[config.mk]
export PLATFORM = sky130hd
export DESIGN_NAME = pwm10_gen
export DESIGN_NICKNAME = d
export VERILOG_FILES = /design/src/rtl/pwm10_pkg.sv /design/src/rtl/pwm10_regs.sv /design/src/rtl/pwm10_presc.sv /design/src/rtl/pwm10_core.sv /design/src/rtl/pwm10_gen.sv
export SDC_FILE = /design/constraint.sdc
export NUM_CORES = 1
export LEC_CHECK = 0
export ABC_AREA = 1
export BUFFER_PORTS_ARGS = -buffer_cell sky130_fd_sc_hd__buf_4
export CAP_MARGIN = 20
export CORE_MARGIN = 1.5
export CORE_UTILIZATION = 64
export CTS_BUF_LIST = sky130_fd_sc_hd__clkbuf_8
export DETAILED_ROUTE_END_ITERATION = 8
export GPL_ROUTABILITY_DRIVEN = 0
export GPL_TIMING_DRIVEN = 1
export PLACE_DENSITY_LB_ADDON = 0.12
export SYNTH_ARGS = -nofsm -noshare
export SYNTH_HDL_FRONTEND = slang
export SYNTH_SLANG_ARGS = --single-unit
[constraint.sdc]
create_clock -name clk -period 2.5 [get_ports clk]
set_input_delay 0.375 -clock clk [delete_from_list [all_inputs] [get_ports clk]]
set_output_delay 0.375 -clock clk [all_outputs]
set_load 0.01 [all_outputs]
[src/rtl/pwm10_pkg.sv]
package pwm10_pkg;
  typedef struct packed {
    logic [1:0] clk_sel;
    logic       pol;
    logic       oe;
    logic       run;
  } ctrl_t;

  localparam logic [1:0] A_CTRL = 2'd0;
  localparam logic [1:0] A_PLO  = 2'd1;
  localparam logic [1:0] A_DLO  = 2'd2;
  localparam logic [1:0] A_HI   = 2'd3;
endpackage

[src/rtl/pwm10_regs.sv]
module pwm10_regs
  import pwm10_pkg::*;
#(
  parameter int RES   = 10,
  parameter int REG_W = 8
) (
  input  logic             clk,
  input  logic             rst,
  input  logic             wr_en,
  input  logic [1:0]       wr_addr,
  input  logic [REG_W-1:0] wr_data,
  output ctrl_t            ctrl,
  output logic [RES-1:0]   per_m,
  output logic [RES-1:0]   duty_m
);
  localparam int HI_W = RES - REG_W;

  logic [REG_W-1:0] plo_q, dlo_q;
  logic [HI_W-1:0]  phi_q, dhi_q;

  always_ff @(posedge clk) begin
    if (rst) begin
      ctrl  <= '0;
      plo_q <= '0;
      dlo_q <= '0;
      phi_q <= '0;
      dhi_q <= '0;
    end else if (wr_en) begin
      case (wr_addr)
        A_CTRL: ctrl  <= ctrl_t'(wr_data[$bits(ctrl_t)-1:0]);
        A_PLO:  plo_q <= wr_data;
        A_DLO:  dlo_q <= wr_data;
        default: begin
          phi_q <= wr_data[2*HI_W-1:HI_W];
          dhi_q <= wr_data[HI_W-1:0];
        end
      endcase
    end
  end

  assign per_m  = {phi_q, plo_q};
  assign duty_m = {dhi_q, dlo_q};
endmodule

[src/rtl/pwm10_presc.sv]
module pwm10_presc #(
  parameter int DIV_A = 1,
  parameter int DIV_B = 2,
  parameter int DIV_C = 8
) (
  input  logic       clk,
  input  logic       rst,
  input  logic       run,
  input  logic [1:0] sel,
  output logic       tick
);
  localparam int DMAX = (DIV_C > DIV_B) ? ((DIV_C > DIV_A) ? DIV_C : DIV_A)
                                        : ((DIV_B > DIV_A) ? DIV_B : DIV_A);
  localparam int PCW  = $clog2(DMAX + 1);

  logic [PCW-1:0] pc;
  logic [PCW-1:0] lim;

  always_comb begin
    case (sel)
      2'b00:   lim = PCW'(DIV_A - 1);
      2'b01:   lim = PCW'(DIV_B - 1);
      default: lim = PCW'(DIV_C - 1);
    endcase
  end

  assign tick = run && (pc >= lim);

  always_ff @(posedge clk) begin
    if (rst || !run) pc <= '0;
    else if (tick)   pc <= '0;
    else             pc <= pc + 1'b1;
  end

  // prescale count never passes the slowest ratio
  p_pc_bound_r3: assert property (@(posedge clk) disable iff (rst)
    pc < PCW'(DMAX));
endmodule

[src/rtl/pwm10_core.sv]
module pwm10_core #(
  parameter int RES = 10
) (
  input  logic           clk,
  input  logic           rst,
  input  logic           run,
  input  logic           oe,
  input  logic           pol,
  input  logic           tick,
  input  logic [RES-1:0] per_m,
  input  logic [RES-1:0] duty_m,
  output logic           pin
);
  logic [RES-1:0] cnt, per_a, duty_s;
  logic           wrap, act, lvl;

  assign wrap = tick && (cnt == per_a);

  always_ff @(posedge clk) begin
    if (rst) begin
      cnt    <= '0;
      per_a  <= '0;
      duty_s <= '0;
    end else if (!run) begin
      cnt    <= '0;
      per_a  <= per_m;
      duty_s <= duty_m;
    end else if (wrap) begin
      cnt    <= '0;
      per_a  <= per_m;
      duty_s <= duty_m;
    end else if (tick) begin
      cnt    <= cnt + 1'b1;
    end
  end

  always_comb begin
    if (duty_s == per_a)   act = 1'b1;
    else if (duty_s == '0) act = 1'b0;
    else                   act = (cnt <= duty_s);
    lvl = run ? (act ~^ pol) : ~pol;
  end

  always_ff @(posedge clk) begin
    if (rst) pin <= 1'b0;
    else     pin <= oe & lvl;
  end

  // count stays within the active period
  p_cnt_in_per_r2: assert property (@(posedge clk) disable iff (rst)
    cnt <= per_a);
  // slave duty only moves at a wrap while running
  p_slave_hold_r4: assert property (@(posedge clk) disable iff (rst)
    (run && !wrap) |=> $stable(duty_s));
  // stopped timer holds the count at zero
  p_stop_zero_r9: assert property (@(posedge clk) disable iff (rst)
    !run |=> (cnt == '0));
  // disabled output is low
  p_oe_low_r10: assert property (@(posedge clk) disable iff (rst)
    !oe |=> !pin);
endmodule

[src/rtl/pwm10_gen.sv]
module pwm10_gen
  import pwm10_pkg::*;
#(
  parameter int RES   = 10,
  parameter int REG_W = 8,
  parameter int DIV_A = 1,
  parameter int DIV_B = 2,
  parameter int DIV_C = 8
) (
  input  logic             clk,
  input  logic             rst,
  input  logic             wr_en,
  input  logic [1:0]       wr_addr,
  input  logic [REG_W-1:0] wr_data,
  output logic             pwm_o
);
  ctrl_t          ctrl;
  logic [RES-1:0] per_m, duty_m;
  logic           tick;

  pwm10_regs #(.RES(RES), .REG_W(REG_W)) regs_i (
    .clk(clk), .rst(rst), .wr_en(wr_en), .wr_addr(wr_addr),
    .wr_data(wr_data), .ctrl(ctrl), .per_m(per_m), .duty_m(duty_m)
  );

  pwm10_presc #(.DIV_A(DIV_A), .DIV_B(DIV_B), .DIV_C(DIV_C)) presc_i (
    .clk(clk), .rst(rst), .run(ctrl.run), .sel(ctrl.clk_sel), .tick(tick)
  );

  pwm10_core #(.RES(RES)) core_i (
    .clk(clk), .rst(rst), .run(ctrl.run), .oe(ctrl.oe), .pol(ctrl.pol),
    .tick(tick), .per_m(per_m), .duty_m(duty_m), .pin(pwm_o)
  );

  // output low in the cycle after reset
  p_rst_low_r11: assert property (@(posedge clk)
    rst |=> !pwm_o);
endmodule

==> results.md, run 1 <==
- Outcome: finished, final reports clean
- H-tree depth: 3
- Detailed placer's ending HPWL: 4998 um
- Final WS setup: 0.4196 ns
- Clock sink total: 60
- Pwr dens: 646.8 nW/um2
- Switching pwr: 593.3 uW
- DR pass1 iterations: 5
- Antenna diode count: 0
- Post-Route WL: 6751 um
- Setup crit start: regs_i.ctrl[3]
- Top-level I/O count: 14
- DRC: 0
- Synth Instances: 462
- Wire length per cell: 12.62 um
- Post-DRT Antenna Nets: 0
- Antenna violations before repair: 0
- Grt ovf: 0
- Max incr delay on CP: 0.31 ns
- Fmax achieved: 480.7 MHz
- Via count: 2789
- Post-Place Worst Slack: 0.4807 ns
- Most common cell after layout, fill and taps aside: nor2_1
- Gate power share: 14.1%
- P_leak: 1.478 nW
- Max Cap Violations: 0
- Root Buffer: clkbuf_8
- Post-CTS setup repair buffer count: 0
- Slowest CP cell: dfxtp_1
- Area grow syn2layout: 9.675%
- Worst EP required: 2.76 ns
- Internal Power: 1.618 mW
- First-pass GRT wire length: 11190 um
- Initial detailed-routing violation count: 157
- Peak VDD IR: 0.4725 mV
- Vias in the first global route: 2520
- Cell Rows: 25
- Post-synth cell types: 23
- Clock Tree Buf Depth: 2
- Yosys warnings: 0
- Slew margin rel.: 48.84%
- Reg2reg path depth: 11
- Yosys reg bits: 60
- Worst path top cell family by delay: simple AND/OR/NAND/NOR gates
- Avg Inst Size Synth: 6.746 um2
- Total track usage: 27.60%
- Fraction of layout cells with a size suffix above 1: 9.148%
- Reg2reg end: core_i.cnt[7]
- CP max FO: 21
- CP arrival: 2.34 ns
- Buf/Inv on CP: 2
- Final TNS setup: 0 ns
- Initial Util: 66.43%
- Die X: 72.79 um
- Final Hold Vio Count: 0
- WS Path Type: register to register
- Via-to-Cell Ratio: 5.213
- Period Utilization, post-route: 83.22%
- Syn Nets: 490
- Least-Margin Pin Slew: 0.7665 ns
- Clock power frac: 39.6%
- Core area: 4692 um2
- RSZ-0062 raised after global routing: false
- Area of the mapped netlist: 3117 um2
- Worst setup SP type: register
- CP most frequent cell: nand2_2
- CTS tree: yes
- Switching part of the total power: 26.83%
- Full die area: 5298 um2
- Most frequent cells in the layout: 92 x nor2_1, 88 x nand2_1, 65 x inv_1, 60 x dfxtp_1, 36 x o21ai_0
- Post-CTS sizing: 0
- CTS Buf Count: 9
- Fillers: 385
- R2r startpoint: regs_i.ctrl[3]
- Critical Path Stages: 11
- Reg power frac: 46.3%
- Die Ht: 72.79 um
- Largest net degree at the start of global routing: 30
- Critical Path End: core_i.cnt[7]
- Clock Latency Late Sink: 0.34 ns
- Min Tclk post-route: 2.080 ns
- Final-report max-slew violation count: 0
- Final setup viols: 0
- Critical path capture point type: register
- Final #Nets: 505
- IO buf count: 13
- Layout Skew: 0.009584 ns
- Reg2reg setup slack: 0.42 ns
- Min-delay worst type: input pin to register
- Cts hold-fix bufs: 0
- Clk pin slew, worst setup/hold paths: 0.07 ns
- Cell Chain, Critical Path: or2_2 > ha_1 > inv_1 > nand2_1 > a21oi_1 > o21ai_2 > nand4_2 > nand2_2 > inv_2 > nand2_2 > nor2_1
- Post-synthesis sequential area ratio: 38.54%
-- Yosys cell counts (all sizes together) --
cell type	n	area [um2]
a21o	1	7.510
a21oi	20	100.1
buf	10	86.32
clkbuf	4	15.01
dfxtp	60	1201
ha	15	187.7
inv	71	266.5
nand2	90	342.8
nand3	31	155.2
nand4	10	68.81
nor2	92	345.3
nor3	6	30.03
o21ai	39	198.9
or2	1	6.260
xnor2	1	8.760
xor2	11	96.34
-- power by group through the flow --
stage | clock, mW | combinational (mW) | sequential, mW
after global routing | 0.927 | 0.355 | 1.03
after floorplan | 0 | 0.247 | 1.04
after CTS | 0.885 | 0.310 | 1.02
final | 0.876 | 0.311 | 1.02
after detailed placement | 0 | 0.308 | 1.04
after global placement | 0 | 0.301 | 1.04
-- metrics by stage --
| step | utilization [%] | hold slack (ns) | power, mW | cells | instance area [um2] |
|---|---|---|---|---|---|
| final | 72.85 | 0.2726 | 2.211 | 535 | 3418 |
| after global routing | 72.85 | 0.2727 | 2.309 | 535 | 3418 |
| after CTS | 72.85 | 0.2652 | 2.218 | 535 | 3418 |
| after detailed placement | 68.59 | 0.4383 | 1.353 | 520 | 3218 |
| after global placement | 68.59 | 0.4342 | 1.344 | 520 | 3218 |
| after floorplan | - | 0.4240 | 1.284 | 462 | 3117 |
-- kinds of logic after synthesis --
group | synth area share, %
compound gates | 9.836
flops | 38.54
xor+xnor | 3.372
simple gates | 30.43
fa+ha+maj | 6.022
buf+inv | 11.80
-- how the worst min path moves through the flow --
stage | from | to | slack, ns | cells past startpoint
after floorplan | regs_i.dhi_q[0] | regs_i.dhi_q[0] | 0.42 | 2
after global placement | regs_i.dhi_q[0] | regs_i.dhi_q[0] | 0.43 | 2
after detailed placement | regs_i.dhi_q[1] | regs_i.dhi_q[1] | 0.44 | 2
after CTS | wr_data[7] | regs_i.plo_q[7] | 0.27 | 3
after global routing | wr_data[7] | regs_i.plo_q[7] | 0.27 | 3
final | wr_data[5] | regs_i.plo_q[5] | 0.27 | 3
-- state kept, by name, summed over array words and instances, names as in the netlist --
name	cells
regs_i.plo_q	8
core_i.cnt	10
regs_i.ctrl	5
regs_i.dlo_q	8
core_i.pin	1
regs_i.dhi_q	2
core_i.per_a	10
regs_i.phi_q	2
core_i.duty_s	10
presc_i.pc	4
-- worst reg2reg max path, cell delays in order, from the launching register on --
cell and delay (ns):
dfxtp_1 0.31, or2_2 0.29, ha_1 0.27, inv_1 0.06, nand2_1 0.04, a21oi_1 0.16, o21ai_2 0.09, nand4_2 0.09
nand2_2 0.06, inv_2 0.26, nand2_2 0.21, nor2_1 0.16
-- routing by layer --
metal  wire [um]  share of wire, %  GRT usage (%)
met1        3089                46          36.01
met2        3124                46          42.61
met3         330               4.9          4.696
met4         207               3.1          16.77
met5           0                 0              0
-- cell type report --
| cell class | count | area (um2) | area share (%) |
|---|---|---|---|
| sequential | 60 | 1201 | 35.14 |
| inverter | 71 | 266.5 | 7.796 |
| clock inverter | 4 | 48.80 | 1.428 |
| tap | 54 | 67.56 | 1.977 |
| multi-input combinational | 317 | 1548 | 45.28 |
| clock buffer | 11 | 151.4 | 4.429 |
| timing repair buffer | 18 | 135.1 | 3.953 |
(Power assumes the default switching activity.)
==> run 2: changes to the inputs <==
--- a/config.mk
+++ b/config.mk
@@ -9,7 +9,7 @@
 export BUFFER_PORTS_ARGS = -buffer_cell sky130_fd_sc_hd__buf_4
 export CAP_MARGIN = 20
 export CORE_MARGIN = 1.5
-export CORE_UTILIZATION = 64
+export CORE_UTILIZATION = 57
 export CTS_BUF_LIST = sky130_fd_sc_hd__clkbuf_8
 export DETAILED_ROUTE_END_ITERATION = 8
 export GPL_ROUTABILITY_DRIVEN = 0
==> constraint.sdc (replaced) <==
create_clock -name clk -period 1.87 [get_ports clk]
set_input_delay 0.2805 -clock clk [delete_from_list [all_inputs] [get_ports clk]]
set_output_delay 0.2805 -clock clk [all_outputs]
set_load 0.01 [all_outputs]
==> run 2 against run 1 <==
  * The run now ends with negative setup slack left
  * Fmax is 9.6% higher
  * Via count is 7.2% higher
  * Hold slack worse by 0.12 ns
  * Global-route usage is 1.3 points lower
  * Routed wire length is 17% higher
  * Combinational power is 110% higher
  * Cell area is 9.3% higher
  * Final cell count is 4.7% higher
  * Die area is 12% higher
  * First-iteration DRC count is 48% higher
  * Count of clock-buffer cells in the layout stayed put
  * Highest routed layer unchanged
==> results.md, run 2 (synthesis gave the netlist of run 1 again) <==
- Clock power frac: 40.5% (+0.9 points)
- Min-delay worst type: input pin to register
- Internal Power: 2.439 mW (+51%)
- Die Ht: 76.95 um (+5.7%)
- Regs by FF count: core_i.cnt x10, core_i.duty_s x10, core_i.per_a x10
- Reg power frac: 40.6% (-5.7 points)
- IO buf count: 13 (unchanged)
- P_leak: 1.574 nW (+6.5%)
- First-pass GRT wire length: 12050 um (+7.6%)
- Final #Nets: 513 (+1.6%)
- Layout Skew: 0.008720 ns (-0.0008637 ns)
- Max Cap Violations: 0 (unchanged)
- DRC: 0 (unchanged)
- Top-level I/O count: 14 (unchanged)
- Outcome: finished with violations
- Critical path capture point type: register
- Initial Util: 59.88% (-6.5 points)
- Switching part of the total power: 27.86% (+1.0 points)
- Final Hold Vio Count: 0 (unchanged)
- Largest net degree at the start of global routing: 38 (+27%)
- WS Path Type: register to register
- Via count: 2991 (+7.2%)
- Post-Route WL: 7916 um (+17%)
- Grt ovf: 0 (unchanged)
- Wire length per cell: 14.14 um (+12%)
- Slew margin rel.: 65.88% (+17 points)
- Via-to-Cell Ratio: 5.341 (+2.5%)
- Fin Hold WS: 0.1573 ns (-0.1153 ns)
- Peak VDD IR: 0.6265 mV (+33%)
- Total track usage: 26.25% (-1.3 points)
- Final-report max-slew violation count: 0 (unchanged)
- CP arrival: 2.19 ns (-0.15 ns)
- Worst setup SP type: register
- Pwr dens: 904.5 nW/um2 (+40%)
- Root Buffer: clkbuf_8
- Fmax achieved: 527.0 MHz (+9.6%)
- Clock Latency Late Sink: 0.35 ns (about the same)
- Post-DRT Antenna Nets: 0 (unchanged)
- Post-Place Worst Slack: -0.1570 ns (-0.6376 ns)
- DR pass1 iterations: 7 (+2)
- Vias in the first global route: 2522 (+0.079%)
- Period Utilization, post-route: 101.5% (+18 points)
- Clock Tree Buf Depth: 2 (unchanged)
- Worst EP required: 2.16 ns (-0.60 ns)
- Initial detailed-routing violation count: 233 (+48%)
- Antenna diode count: 0 (unchanged)
- Clk pin slew, worst setup/hold paths: 0.07 ns (about the same)
- Least-Margin Pin Slew: 0.5104 ns (-0.2561 ns)
- Gate power share: 18.9% (+4.8 points)
- CTS tree: yes
- Final setup viols: 6 (+6)
- Switching pwr: 941.6 uW (+59%)
- Failing checks: negative setup slack
- H-tree depth: 3 (unchanged)
- CP max FO: 5 (-76%)
- Detailed placer's ending HPWL: 5016 um (+0.36%)
- Most common cell after layout, fill and taps aside: nor2_1
- Most frequent cells in the layout: 87 x nor2_1, 85 x nand2_1, 64 x inv_1, 59 x dfxtp_1, 35 x o21ai_0
- CTS Buf Count: 9 (unchanged)
- Antenna violations before repair: 0 (unchanged)
- Area grow syn2layout: 19.91%
- Clock sink total: 60 (unchanged)
- Core area: 5205 um2 (+11%)
- RSZ-0062 raised after global routing: true
- Finished Cell Area: 3737 um2 (+9.3%)
- Final WS setup: -0.02753 ns (-0.4471 ns)
- Min Tclk post-route: 1.898 ns (-0.1829 ns)
- Fraction of layout cells with a size suffix above 1: 14.69% (+5.5 points)
- Cell Rows: 26 (+4.0%)
- Die X: 76.95 um (+5.7%)
- Full die area: 5921 um2 (+12%)
- Dpl cell area: 3251 um2 (+1.0%)
## run 2: changes by cell type in the layout (fill, tap and decap cells not counted), moves of 3 or more
cell,change
nand3_1,-7
nand3_2,+6
nor2_1,-5
nor2_2,+5
buf_12,+3
clkinvlp_4,+3
nand2_1,-3
nand2_4,+3
## run 2: path summary, 6_finish.rpt
| path | start | endpoint | slack [ns] | depth (start not counted) |
|---|---|---|---|---|
| worst max-delay path | regs_i.ctrl[3] | core_i.per_a[5] | -0.03 | 12 |
| worst min register to register | regs_i.dlo_q[3] | regs_i.dlo_q[3] | 0.45 | 2 |
| worst min-delay path | wr_data[6] | regs_i.plo_q[6] | 0.16 | 3 |
| worst max register to register | regs_i.ctrl[3] | core_i.per_a[5] | -0.03 | 12 |
## run 2: layout make-up
cell class / instances / area, um2
timing repair buffer: 23 / 252.7
inverter: 71 / 284.0
tap: 70 / 87.58
multi-input combinational: 317 / 1653
clock inverter: 5 / 83.83
fill: 432 / 1468
timing repair inverter: 3 / 22.52
sequential: 60 / 1202
clock buffer: 11 / 151.4
## run 2: routing by layer
layer	part of all wire, %	vias up	routed length [um]	global-route usage (%)
met5	0	-	0	0
met4	2.7	0	215	12.41
met3	6.8	24	539	7.262
met2	47	127	3707	40.80
met1	44	1344	3453	33.61
li1	-	1496	-	-
## run 2: metrics by stage
step	util, %	power [mW]	TNS [ns]	instances
floorplan	-	1.717	0	462
global route	71.80	3.505	-2.047	560
CTS	67.16	3.175	0	552
detailed placement	62.45	1.815	-1.398	536
global placement	62.45	1.809	-0.7083	536
finish	71.80	3.380	-0.06626	560
## run 2: critical path: stages (launching register included)
cell       delay (ns)
dfxtp_2          0.32
or2_4            0.25
ha_4             0.26
inv_2            0.03
nand2_2          0.04
a21oi_2          0.05
o21ai_2          0.19
nand4_4          0.14
buf_12           0.18
clkbuf_16        0.15
nand3_1          0.07
nand2_1          0.07
nor2_1           0.09
## run 2: repair_timing
item / 4_1_cts / 5_1_grt
resized for setup: 3 / 34
cloned: 0 / 6
pin swaps: 0 / 20
setup endpoints to repair: 13 / 35
hold buffers: 0 / 0
setup buffers: 0 / 2
## run 2: power groups by stage
stage	combinational, mW	sequential, mW	clock, mW
after floorplan	0.330	1.39	0
after global placement	0.413	1.40	0
after detailed placement	0.416	1.40	0
after CTS	0.424	1.37	1.38
after global routing	0.690	1.38	1.44
final	0.639	1.37	1.37
